--- config.mk ---
export PLATFORM = sky130hd
export DESIGN_NAME = bom_engine
export DESIGN_NICKNAME = d
export VERILOG_FILES = /design/src/rtl/bom_pkg.sv /design/src/rtl/bom_tx.sv /design/src/rtl/bom_rx.sv /design/src/rtl/bom_irq.sv /design/src/rtl/bom_engine.sv
export SDC_FILE = /design/constraint.sdc
export NUM_CORES = 1
export LEC_CHECK = 0
export ABC_AREA = 0
export ABC_CLOCK_PERIOD_IN_PS = 5200
export BUFFER_PORTS_ARGS = -buffer_cell sky130_fd_sc_hd__buf_2
export CORE_ASPECT_RATIO = 1.25
export CORE_UTILIZATION = 30
export CTS_CLUSTER_DIAMETER = 80
export DETAILED_ROUTE_END_ITERATION = 16
export PLACE_DENSITY_LB_ADDON = 0.25
export SYNTH_ARGS = -nofsm -noshare
export SYNTH_HDL_FRONTEND = slang
export SYNTH_HIERARCHICAL = 1
export SYNTH_SLANG_ARGS = --single-unit
--- constraint.sdc ---
create_clock -name clk -period 5.2 [get_ports clk]
set_clock_uncertainty 0.05 [all_clocks]
set_input_delay 0.78 -clock clk [delete_from_list [all_inputs] [get_ports clk]]
set_output_delay 0.78 -clock clk [all_outputs]
set_load 0.02 [all_outputs]
--- src/rtl/bom_pkg.sv ---
package bom_pkg;
    localparam int REG_AW = 3;
    localparam int REG_DW = 8;

    typedef enum logic [REG_AW-1:0] {
        RA_CTRL   = 3'd0,
        RA_TXCODE = 3'd1,
        RA_MATCH  = 3'd2,
        RA_RXCODE = 3'd3,
        RA_LIVE   = 3'd4,
        RA_ISTAT  = 3'd5,
        RA_MASK   = 3'd6
    } reg_addr_e;

    localparam int EV_RX    = 0;
    localparam int EV_MATCH = 1;
    localparam int EV_N     = 2;
endpackage

--- src/rtl/bom_tx.sv ---
module bom_tx #(
    parameter int FLAG_W = 8,
    parameter int CODE_W = 6
) (
    input  logic              clk,
    input  logic              rst_n,
    input  logic              strobe,
    input  logic              send_en,
    input  logic [CODE_W-1:0] send_code,
    input  logic              idle_bit,
    output logic              tx_bit
);
    localparam int PAT_LEN = FLAG_W + CODE_W + 2;
    localparam int PW      = $clog2(PAT_LEN);

    typedef struct packed {
        logic [PW-1:0]     pos;
        logic              mode;
        logic [CODE_W-1:0] code;
        logic              txb;
    } tx_st_t;

    tx_st_t st_d, st_q;
    logic              at_boundary;
    logic              mode_now;
    logic [CODE_W-1:0] code_now;
    logic [PAT_LEN-1:0] pat_vec;

    assign at_boundary = (st_q.pos == '0);
    assign mode_now    = at_boundary ? send_en   : st_q.mode;
    assign code_now    = at_boundary ? send_code : st_q.code;

    for (genvar g = 0; g < PAT_LEN; g++) begin : g_pat
        if (g < FLAG_W) begin : g_flag
            assign pat_vec[g] = 1'b1;
        end else if (g == FLAG_W || g == PAT_LEN - 1) begin : g_sep
            assign pat_vec[g] = 1'b0;
        end else begin : g_code
            assign pat_vec[g] = code_now[g-FLAG_W-1];
        end
    end

    always_comb begin
        st_d = st_q;
        if (strobe) begin
            st_d.mode = mode_now;
            st_d.code = code_now;
            st_d.txb  = mode_now ? pat_vec[st_q.pos] : idle_bit;
            st_d.pos  = (st_q.pos == PW'(PAT_LEN - 1)) ? '0 : st_q.pos + 1'b1;
        end
    end

    always_ff @(posedge clk) begin
        if (!rst_n) st_q <= '0;
        else        st_q <= st_d;
    end

    assign tx_bit = st_q.txb;

    AST_TX_HOLD: assert property (@(posedge clk) disable iff (!rst_n)
        !strobe |=> $stable(tx_bit));
    AST_TX_FLAG_ONES: assert property (@(posedge clk) disable iff (!rst_n)
        (strobe && st_q.mode && st_q.pos != '0 && st_q.pos < PW'(FLAG_W)) |=> tx_bit);
    AST_TX_IDLE_PASS: assert property (@(posedge clk) disable iff (!rst_n)
        (strobe && !st_q.mode && st_q.pos != '0) |=> (tx_bit == $past(idle_bit)));
endmodule

--- src/rtl/bom_rx.sv ---
module bom_rx #(
    parameter int FLAG_W = 8,
    parameter int CODE_W = 6
) (
    input  logic              clk,
    input  logic              rst_n,
    input  logic              strobe,
    input  logic              rx_bit,
    output logic [CODE_W-1:0] rx_code,
    output logic              rx_live,
    output logic              rx_event
);
    localparam int PAT_LEN = FLAG_W + CODE_W + 2;
    localparam int SW      = $clog2(PAT_LEN + 1);

    typedef struct packed {
        logic [PAT_LEN-1:0] sr;
        logic [SW-1:0]      since;
        logic [CODE_W-1:0]  cand;
        logic [CODE_W-1:0]  code;
        logic               live;
        logic               event_p;
    } rx_st_t;

    rx_st_t st_d, st_q;
    logic [PAT_LEN-1:0] sr_n;
    logic [CODE_W-1:0]  win_code;
    logic               win_valid;
    logic               confirm;

    assign sr_n = {st_q.sr[PAT_LEN-2:0], rx_bit};

    for (genvar i = 0; i < CODE_W; i++) begin : g_field
        assign win_code[i] = sr_n[PAT_LEN-2-FLAG_W-i];
    end

    assign win_valid = (sr_n[PAT_LEN-1 -: FLAG_W] == {FLAG_W{1'b1}})
                     && !sr_n[PAT_LEN-1-FLAG_W] && !sr_n[0];
    assign confirm   = win_valid && (st_q.since == SW'(PAT_LEN - 1))
                     && (win_code == st_q.cand);

    always_comb begin
        st_d = st_q;
        st_d.event_p = 1'b0;
        if (strobe) begin
            st_d.sr = sr_n;
            if (win_valid) begin
                st_d.cand  = win_code;
                st_d.since = '0;
                if (confirm) begin
                    st_d.live = 1'b1;
                    if (!st_q.live || win_code != st_q.code) begin
                        st_d.code    = win_code;
                        st_d.event_p = 1'b1;
                    end
                end
            end else if (st_q.since < SW'(PAT_LEN)) begin
                st_d.since = st_q.since + 1'b1;
                if (st_q.since == SW'(PAT_LEN - 1)) st_d.live = 1'b0;
            end
        end
    end

    always_ff @(posedge clk) begin
        if (!rst_n) begin
            st_q       <= '0;
            st_q.since <= SW'(PAT_LEN);
        end else begin
            st_q <= st_d;
        end
    end

    assign rx_code  = st_q.code;
    assign rx_live  = st_q.live;
    assign rx_event = st_q.event_p;

    AST_RX_EVENT_LIVE: assert property (@(posedge clk) disable iff (!rst_n)
        rx_event |-> rx_live);
    AST_RX_EVENT_PULSE: assert property (@(posedge clk) disable iff (!rst_n)
        rx_event |=> !rx_event);
    AST_RX_CODE_STABLE: assert property (@(posedge clk) disable iff (!rst_n)
        !rx_event |-> $stable(rx_code) || !$past(rst_n));
    AST_RX_NO_STROBE: assert property (@(posedge clk) disable iff (!rst_n)
        !strobe |=> $stable(rx_live));
endmodule

--- src/rtl/bom_irq.sv ---
module bom_irq #(
    parameter int CODE_W = 6,
    parameter int EV_N   = 2
) (
    input  logic              clk,
    input  logic              rst_n,
    input  logic              rx_event,
    input  logic              rx_live,
    input  logic [CODE_W-1:0] rx_code,
    input  logic [CODE_W-1:0] match_code,
    input  logic [EV_N-1:0]   clr,
    input  logic [EV_N-1:0]   mask,
    output logic [EV_N-1:0]   ev_stat,
    output logic              match_live,
    output logic              irq
);
    import bom_pkg::*;

    typedef struct packed {
        logic [EV_N-1:0] ev;
        logic            mlive;
    } irq_st_t;

    irq_st_t st_d, st_q;
    logic [EV_N-1:0] set_v;

    always_comb begin
        st_d       = st_q;
        st_d.mlive = rx_live && (rx_code == match_code);
        set_v          = '0;
        set_v[EV_RX]   = rx_event;
        set_v[EV_MATCH] = st_d.mlive && !st_q.mlive;
        st_d.ev    = (st_q.ev & ~clr) | set_v;
    end

    always_ff @(posedge clk) begin
        if (!rst_n) st_q <= '0;
        else        st_q <= st_d;
    end

    assign ev_stat    = st_q.ev;
    assign match_live = st_q.mlive;
    assign irq        = |(st_q.ev & ~mask);

    AST_W1C_RX: assert property (@(posedge clk) disable iff (!rst_n)
        (clr[EV_RX] && !rx_event) |=> !ev_stat[EV_RX]);
    AST_SET_WINS: assert property (@(posedge clk) disable iff (!rst_n)
        rx_event |=> ev_stat[EV_RX]);
    AST_MATCH_RISE: assert property (@(posedge clk) disable iff (!rst_n)
        $rose(match_live) |=> ev_stat[EV_MATCH]);
    AST_MATCH_NEEDS_LIVE: assert property (@(posedge clk) disable iff (!rst_n)
        match_live |-> $past(rx_live));
    AST_IRQ_QUIET: assert property (@(posedge clk) disable iff (!rst_n)
        (ev_stat == '0) |-> !irq);
endmodule

--- src/rtl/bom_engine.sv ---
module bom_engine #(
    parameter int FLAG_W = 8,
    parameter int CODE_W = 6
) (
    input  logic       clk,
    input  logic       rst_n,
    input  logic       dl_strobe,
    input  logic       rx_bit,
    input  logic       tx_idle_bit,
    output logic       tx_bit,
    input  logic       reg_we,
    input  logic [2:0] reg_addr,
    input  logic [7:0] reg_wdata,
    output logic [7:0] reg_rdata,
    output logic       irq
);
    import bom_pkg::*;

    typedef struct packed {
        logic              send_en;
        logic [CODE_W-1:0] send_code;
        logic [CODE_W-1:0] match_code;
        logic [EV_N-1:0]   mask;
    } cfg_t;

    cfg_t cfg_d, cfg_q;
    logic [EV_N-1:0]   clr_v;
    logic [CODE_W-1:0] rx_code;
    logic              rx_live;
    logic              rx_event;
    logic [EV_N-1:0]   ev_stat;
    logic              match_live;

    always_comb begin
        cfg_d = cfg_q;
        clr_v = '0;
        if (reg_we) begin
            unique case (reg_addr)
                RA_CTRL:   cfg_d.send_en    = reg_wdata[0];
                RA_TXCODE: cfg_d.send_code  = reg_wdata[CODE_W-1:0];
                RA_MATCH:  cfg_d.match_code = reg_wdata[CODE_W-1:0];
                RA_ISTAT:  clr_v            = reg_wdata[EV_N-1:0];
                RA_MASK:   cfg_d.mask       = reg_wdata[EV_N-1:0];
                default:   ;
            endcase
        end
    end

    always_ff @(posedge clk) begin
        if (!rst_n) cfg_q <= '0;
        else        cfg_q <= cfg_d;
    end

    always_comb begin
        reg_rdata = '0;
        unique case (reg_addr)
            RA_CTRL:   reg_rdata = REG_DW'(cfg_q.send_en);
            RA_TXCODE: reg_rdata = REG_DW'(cfg_q.send_code);
            RA_MATCH:  reg_rdata = REG_DW'(cfg_q.match_code);
            RA_RXCODE: reg_rdata = REG_DW'(rx_code);
            RA_LIVE:   reg_rdata = REG_DW'({match_live, rx_live});
            RA_ISTAT:  reg_rdata = REG_DW'(ev_stat);
            RA_MASK:   reg_rdata = REG_DW'(cfg_q.mask);
            default:   reg_rdata = '0;
        endcase
    end

    bom_tx #(.FLAG_W(FLAG_W), .CODE_W(CODE_W)) u_tx (
        .clk       (clk),
        .rst_n     (rst_n),
        .strobe    (dl_strobe),
        .send_en   (cfg_q.send_en),
        .send_code (cfg_q.send_code),
        .idle_bit  (tx_idle_bit),
        .tx_bit    (tx_bit)
    );

    bom_rx #(.FLAG_W(FLAG_W), .CODE_W(CODE_W)) u_rx (
        .clk      (clk),
        .rst_n    (rst_n),
        .strobe   (dl_strobe),
        .rx_bit   (rx_bit),
        .rx_code  (rx_code),
        .rx_live  (rx_live),
        .rx_event (rx_event)
    );

    bom_irq #(.CODE_W(CODE_W), .EV_N(EV_N)) u_irq (
        .clk        (clk),
        .rst_n      (rst_n),
        .rx_event   (rx_event),
        .rx_live    (rx_live),
        .rx_code    (rx_code),
        .match_code (cfg_q.match_code),
        .clr        (clr_v),
        .mask       (cfg_q.mask),
        .ev_stat    (ev_stat),
        .match_live (match_live),
        .irq        (irq)
    );

    AST_CFG_HOLD: assert property (@(posedge clk) disable iff (!rst_n)
        !reg_we |=> $stable(cfg_q));
endmodule

# [Word-level counts from Yosys, hierarchy flattened]
# Cells that the tools add are included.
[word_totals] register_bits=64 latchBits=0 ram_bits=0 rom_bits=0 input_bits=17 out_inout_bits=10 elab_cells=79 memories=0
[classes] addsub=2 multipliers=0 div_mod_pow=0 order_cmp=2 eq_ne=13 shifts=0 n_mux=16 bitwise_logic=5 reduce_logical=25
[ops] cell="6-bit one-hot mux with 7 select lines" count=1
[ops] cell="6-bit equality test" count=2
[ops] cell="2-bit AND reduction" count=6
[ops] cell="4-bit AND reduction" count=3
[ops] cell="5-bit 2-to-1 mux" count=2
[ops] cell="3-bit equality test, second input constant" count=3
[ops] cell="8-bit equality test, second input constant" count=1
[ops] cell="1-bit 2-to-1 mux" count=7
[ops] cell="3-bit by 2-bit equality test with 1-bit output, second input constant" count=2
[ops] cell="1-bit logical AND" count=6
[ops] cell="2-bit 2-to-1 mux" count=3
[ops] cell="6-bit 2-to-1 mux" count=1
[ops] cell="6-bit inequality test" count=1
[ops] cell="5-bit by 1-bit adder with 5-bit output, second input constant" count=1
[ops] cell="5-bit by 4-bit equality test with 1-bit output, second input constant" count=1
[ops] cell="4-bit by 5-bit less-than comparator with 1-bit output, second input constant" count=1
[ops] cell="5-bit less-than comparator, second input constant" count=1
[ops] cell="4-bit by 1-bit adder with 4-bit output, second input constant" count=1
[ops] cell="2-bit bitwise AND" count=2
[ops] cell="1-bit binary-select mux with 4-bit select" count=1
[ops] cell="4-bit equality test, second input constant" count=1
[ops] cell="1-bit zero test" count=4
[ops] cell="4-bit zero test" count=1
[ops] cell="4-bit 2-to-1 mux" count=1
[ops] cell="8 further kinds" count=10

# [Logic depth before layout (Yosys ltp)]
[depth] ltp_word=7 ltp_mapped=8 depth_no_buf=7

# [Cells and area by module]
# Netlist, hierarchy kept.
[modules_own_cells] module="bom_rx" instances=1 cells_each=170 area_each_um2=1612.8 seq_area_each_um2=680.7
[modules_own_cells] module="bom_engine" instances=1 cells_each=92 area_each_um2=928.4 seq_area_each_um2=300.3
[modules_own_cells] module="bom_tx" instances=1 cells_each=65 area_each_um2=681.9 seq_area_each_um2=240.2
[modules_own_cells] module="bom_irq" instances=1 cells_each=20 area_each_um2=181.4 seq_area_each_um2=60.1

# [Worst setup path after synthesis]
# Ideal clock, no wire load.
[synth_timing] path_kind="input -> output" from="input port reg_addr[1]" to="output port reg_rdata[1]" t_arrival_ns=1.684 required_ns=4.370 setup_slack_ns=2.686 path_stages=5 path_buffers=2 cell_sequence="buf_4 buf_6 and2b_1 a22oi_1 o211ai_1"
[synth_between] elab_chain_len=2 word_cells_on_any_way=8 cone_classes="6 x eq/ne; 1 x mux; 1 x reduce/logical"
[synth_lines] item="from (decl)" line_no="bom_engine.sv:12" source="input logic [2:0] reg_addr,"
[synth_lines] item="3-bit equality test (tied with other cells)" line_no="bom_engine.sv:56" source="unique case (reg_addr)"
[synth_lines] item="6-bit one-hot mux with 7 select lines (*)" line_no="bom_engine.sv:56"
[synth_lines] item="to (decl)" line_no="bom_engine.sv:14" source="output logic [7:0] reg_rdata,"
# Every way passes the cells marked *; elsewhere a longest branch is shown, timed or not.

# [Worst setup path in the final report]
[layout_timing] from="input port reg_addr[2]" to="output port reg_rdata[0]"
# Same word-level chain as after synthesis.

==> results by group <==
Clocking
  • Hold_buf cts: 0
  • H-tree depth: 3
  • Worst skew pair latency: 0.32 ns
  • # Post-CTS Setup Buffers: 0
  • CTS buffer count: 9
  • Clk slew on worst S/H paths: 0.05 ns
  • CTS tree: built
  • Post_cts resized: 0
  • Clk root buf: clkbuf_16
  • Clock sinks: 64
  • CTS max path bufs: 2

Global route
  • Total GRT Usage: 12.4%
  • First-pass GRT wire length: 11500 um
  • Initial antenna violation count: 0
  • Largest net degree at the start of global routing: 72
  • GR Overflow Total: 0
  • Vias in the first global route: 2309

Critical path
  • CP Launch Type: input port
  • Crit path depth: 4
  • Top cell by count, worst path: buf_2
  • Crit-path slowest cell: mux2_2
  • Delay of the slowest critical-path stage: 0.37 ns
  • Family with the most delay on the worst path: buffers and inverters
  • Worst r2r path cells: 6
  • CP Capture Type: output pin
  • CP Cell Sequence: buf_2 -> mux2_2 -> a221o_1 -> buf_2
  • Crit path DAT: 1.94 ns
  • Worst endpoint required time: 4.37 ns
  • CP bufs+invs: 2
  • CP Class: in -> out
  • Crit path max fanout: 19

Power and ir drop
  • PwrDens: 302 mW/mm2
  • P_leak: 0.00145 uW
  • Tot Pwr: 1130 uW
  • Peak VDD IR: 0.103 mV

STA
  • Worst relative slew slack: 44.0%
  • Slew Limit Fails: 0
  • Worst-margin pin slew: 0.835 ns
  • Hold_ws: 0.403 ns
  • Fin crit share: 53.2%
  • Setup_tns: 0 ns
  • Final hold vios: 0
  • RSZ-0062 raised after global routing: no
  • Final min period: 2.77 ns
  • Finish-stage setup viols: 0
  • Max Clock Freq: 0.361 GHz

Flow run
  • Max-cap violations: 0

Placed design
  • Port Buf Inserts: 22
  • Placed wire-length estimate: 4600 um
  • RD Place Congestion: 0.736

Logic synthesis
  • Synthesized flop and latch total: 64
  • Post-synth top area share: 37.6%
  • Post-synth EDFFs: 0
  • Synth async-reset ratio: 0%
  • Cell area after synthesis: 0.00340 mm2
  • Cells after synthesis: 347
  • Synth area leaders: dfxtp_1 38%, mux2i_1 14%, nor2b_1 7.7%
  • Synth Area per Inst: 9.81 um2
  • Area leader, netlist: dfxtp_1
  • Post-synthesis sequential area ratio: 37.6%
  • Warnings, synthesis: 6
  • Synth Flop Type: dfxtp_1
  • Synth cell types: 54

Final layout
  • Area delta synth->final: 10.1%
  • Share of cells above drive strength 1: 15.6%
  • Layout net count: 369
  • Antenna cells: 0

Floorplan
  • Die Width: 97.3 um
  • Initial Util: 30.7%
  • I/O Pins: 27
  • FP Rows: 43
  • Core area: 0.0111 mm2
  • Vert. Die Dim: 121 um
  • Die area: 0.0118 mm2

Status
  • Status: finished clean

Drt
  • Vias per cell: 4.85
  • DRC viols: 0
  • Total wire length: 6840 um
  • Antenna viol nets, final: 0
  • First DRT Iteration DRCs: 77
  • Vias: 2360
  • DRT Pass-1 Iters: 4
  • Routed len/inst: 14.0 um

Hold path
  • Hold Path Depth: 1
  • HP Class: reg -> reg
==> cells by family (layout without fill, tap and decap cells) <==
kind of cell / after synthesis / count (layout) / share of synthesized area, %
compound gates: 39 / 39 / 8.08
xor+xnor: 19 / 19 / 4.89
fa+ha+maj: 4 / 4 / 1.47
buf+inv: 43 / 47 / 7.61
flops: 64 / 64 / 37.6
mux: 58 / 58 / 18.4
other cells: 1 / 2 / 0.110
simple gates: 119 / 119 / 21.8
==> cells in the final DEF (no fill, tap or decap), drive strengths merged, types with 3 or more instances in the layout <==
| cell | instances |
|---|---|
| a21boi | 7 |
| a21oi | 4 |
| a22oi | 6 |
| a31oi | 4 |
| and2 | 3 |
| buf | 24 |
| clkbuf | 12 |
| dfxtp | 64 |
| ha | 4 |
| inv | 8 |
| mux2 | 8 |
| mux2i | 48 |
| nand2 | 26 |
| nand3 | 9 |
| nand3b | 5 |
| nand4 | 4 |
| nand4b | 3 |
| nor2 | 8 |
| nor2b | 42 |
| nor3b | 5 |
| o21a | 3 |
| o21ai | 6 |
| o31ai | 3 |
| xnor2 | 10 |
| xor2 | 9 |
==> path summary, 6_finish.rpt <==
kind | startpoint | end | slack, ns
worst min-delay path | u_rx/rx_event$_SDFF_PN0_ | u_irq/ev_stat[0]$_SDFF_PN0_ | 0.40
worst max register to register | u_rx/sr_n[7]$_SDFFE_PN0P_ | u_rx/rx_code[3]$_SDFFE_PN0P_ | 2.91
worst min register to register | u_rx/rx_event$_SDFF_PN0_ | u_irq/ev_stat[0]$_SDFF_PN0_ | 0.40
worst max-delay path | reg_addr[2] | reg_rdata[0] | 2.43
==> final cells by class <==
| cell class | count | area [um2] |
|---|---|---|
| fillers | 1158 | 7340 |
| multi-input cells | 241 | 1870 |
| flip-flops and latches | 64 | 1280 |
| clock buffers | 12 | 256 |
| well taps | 135 | 169 |
| repair buffers | 24 | 125 |
| inverters | 8 | 30.0 |
| clock inverters | 3 | 17.5 |
==> per-stage QoR <==
step	utilization (%)	instance area, um2	cells	setup slack [ns]
detailed placement	31.3	3470	472	2.35
finish	33.8	3750	487	2.43
global placement	31.3	3470	472	2.41
floorplan	-	3410	348	2.69
global route	33.8	3750	487	2.38
CTS	33.8	3750	487	2.44
==> metal layers <==
metal / wire length [um] / GRT usage (%) / vias up
met3: 233 / 2.94 / 10
met5: 0 / 0 / -
met2: 3200 / 19.9 / 35
li1: - / - / 1192
met1: 3260 / 15.5 / 1123
met4: 138 / 6.34 / 0
==> cells in the mapped netlist (2+ instances only) <==
master / number
a21boi_0: 7
a21oi_1: 4
a22oi_1: 6
a31oi_1: 4
and2_1: 2
and3b_1: 2
and4_1: 2
buf_2: 9
buf_4: 13
buf_6: 5
clkbuf_1: 7
dfxtp_1: 64
ha_1: 4
inv_1: 8
mux2_2: 7
mux2i_1: 48
mux4_1: 2
nand2_1: 25
nand3_1: 9
nand3b_1: 5
nand4_1: 4
nand4b_1: 3
nor2_1: 8
nor2b_1: 42
nor3b_1: 4
o21a_1: 3
o21ai_0: 5
o31ai_1: 2
xnor2_1: 10
xor2_1: 9
==> worst register-to-register path: stages (launching register included) <==
cell and delay (ns):
dfxtp_1 0.32, nand4bb_1 0.20, nor3_2 0.65, nand2_2 0.31, nor3b_1 0.28, buf_4 0.21, mux2i_1 0.19
==> registers in the layout, summed over array words and instances, names as in the netlist <==
name / flops
cfg_q: 15
u_irq/ev_stat: 2
u_irq/match_live: 1
u_rx/rx_code: 6
u_rx/rx_event: 1
u_rx/rx_live: 1
u_rx/sr_n: 15
u_rx/st_q: 11
u_tx/st_q: 11
u_tx/tx_bit: 1
==> power breakdown <==
group	switching, uW	total, uW	internal [uW]
logic	41.4	75.9	34.4
clock network	209	552	344
registers	7.89	505	497
total	258	1130	875
(Power assumes the default switching activity.)
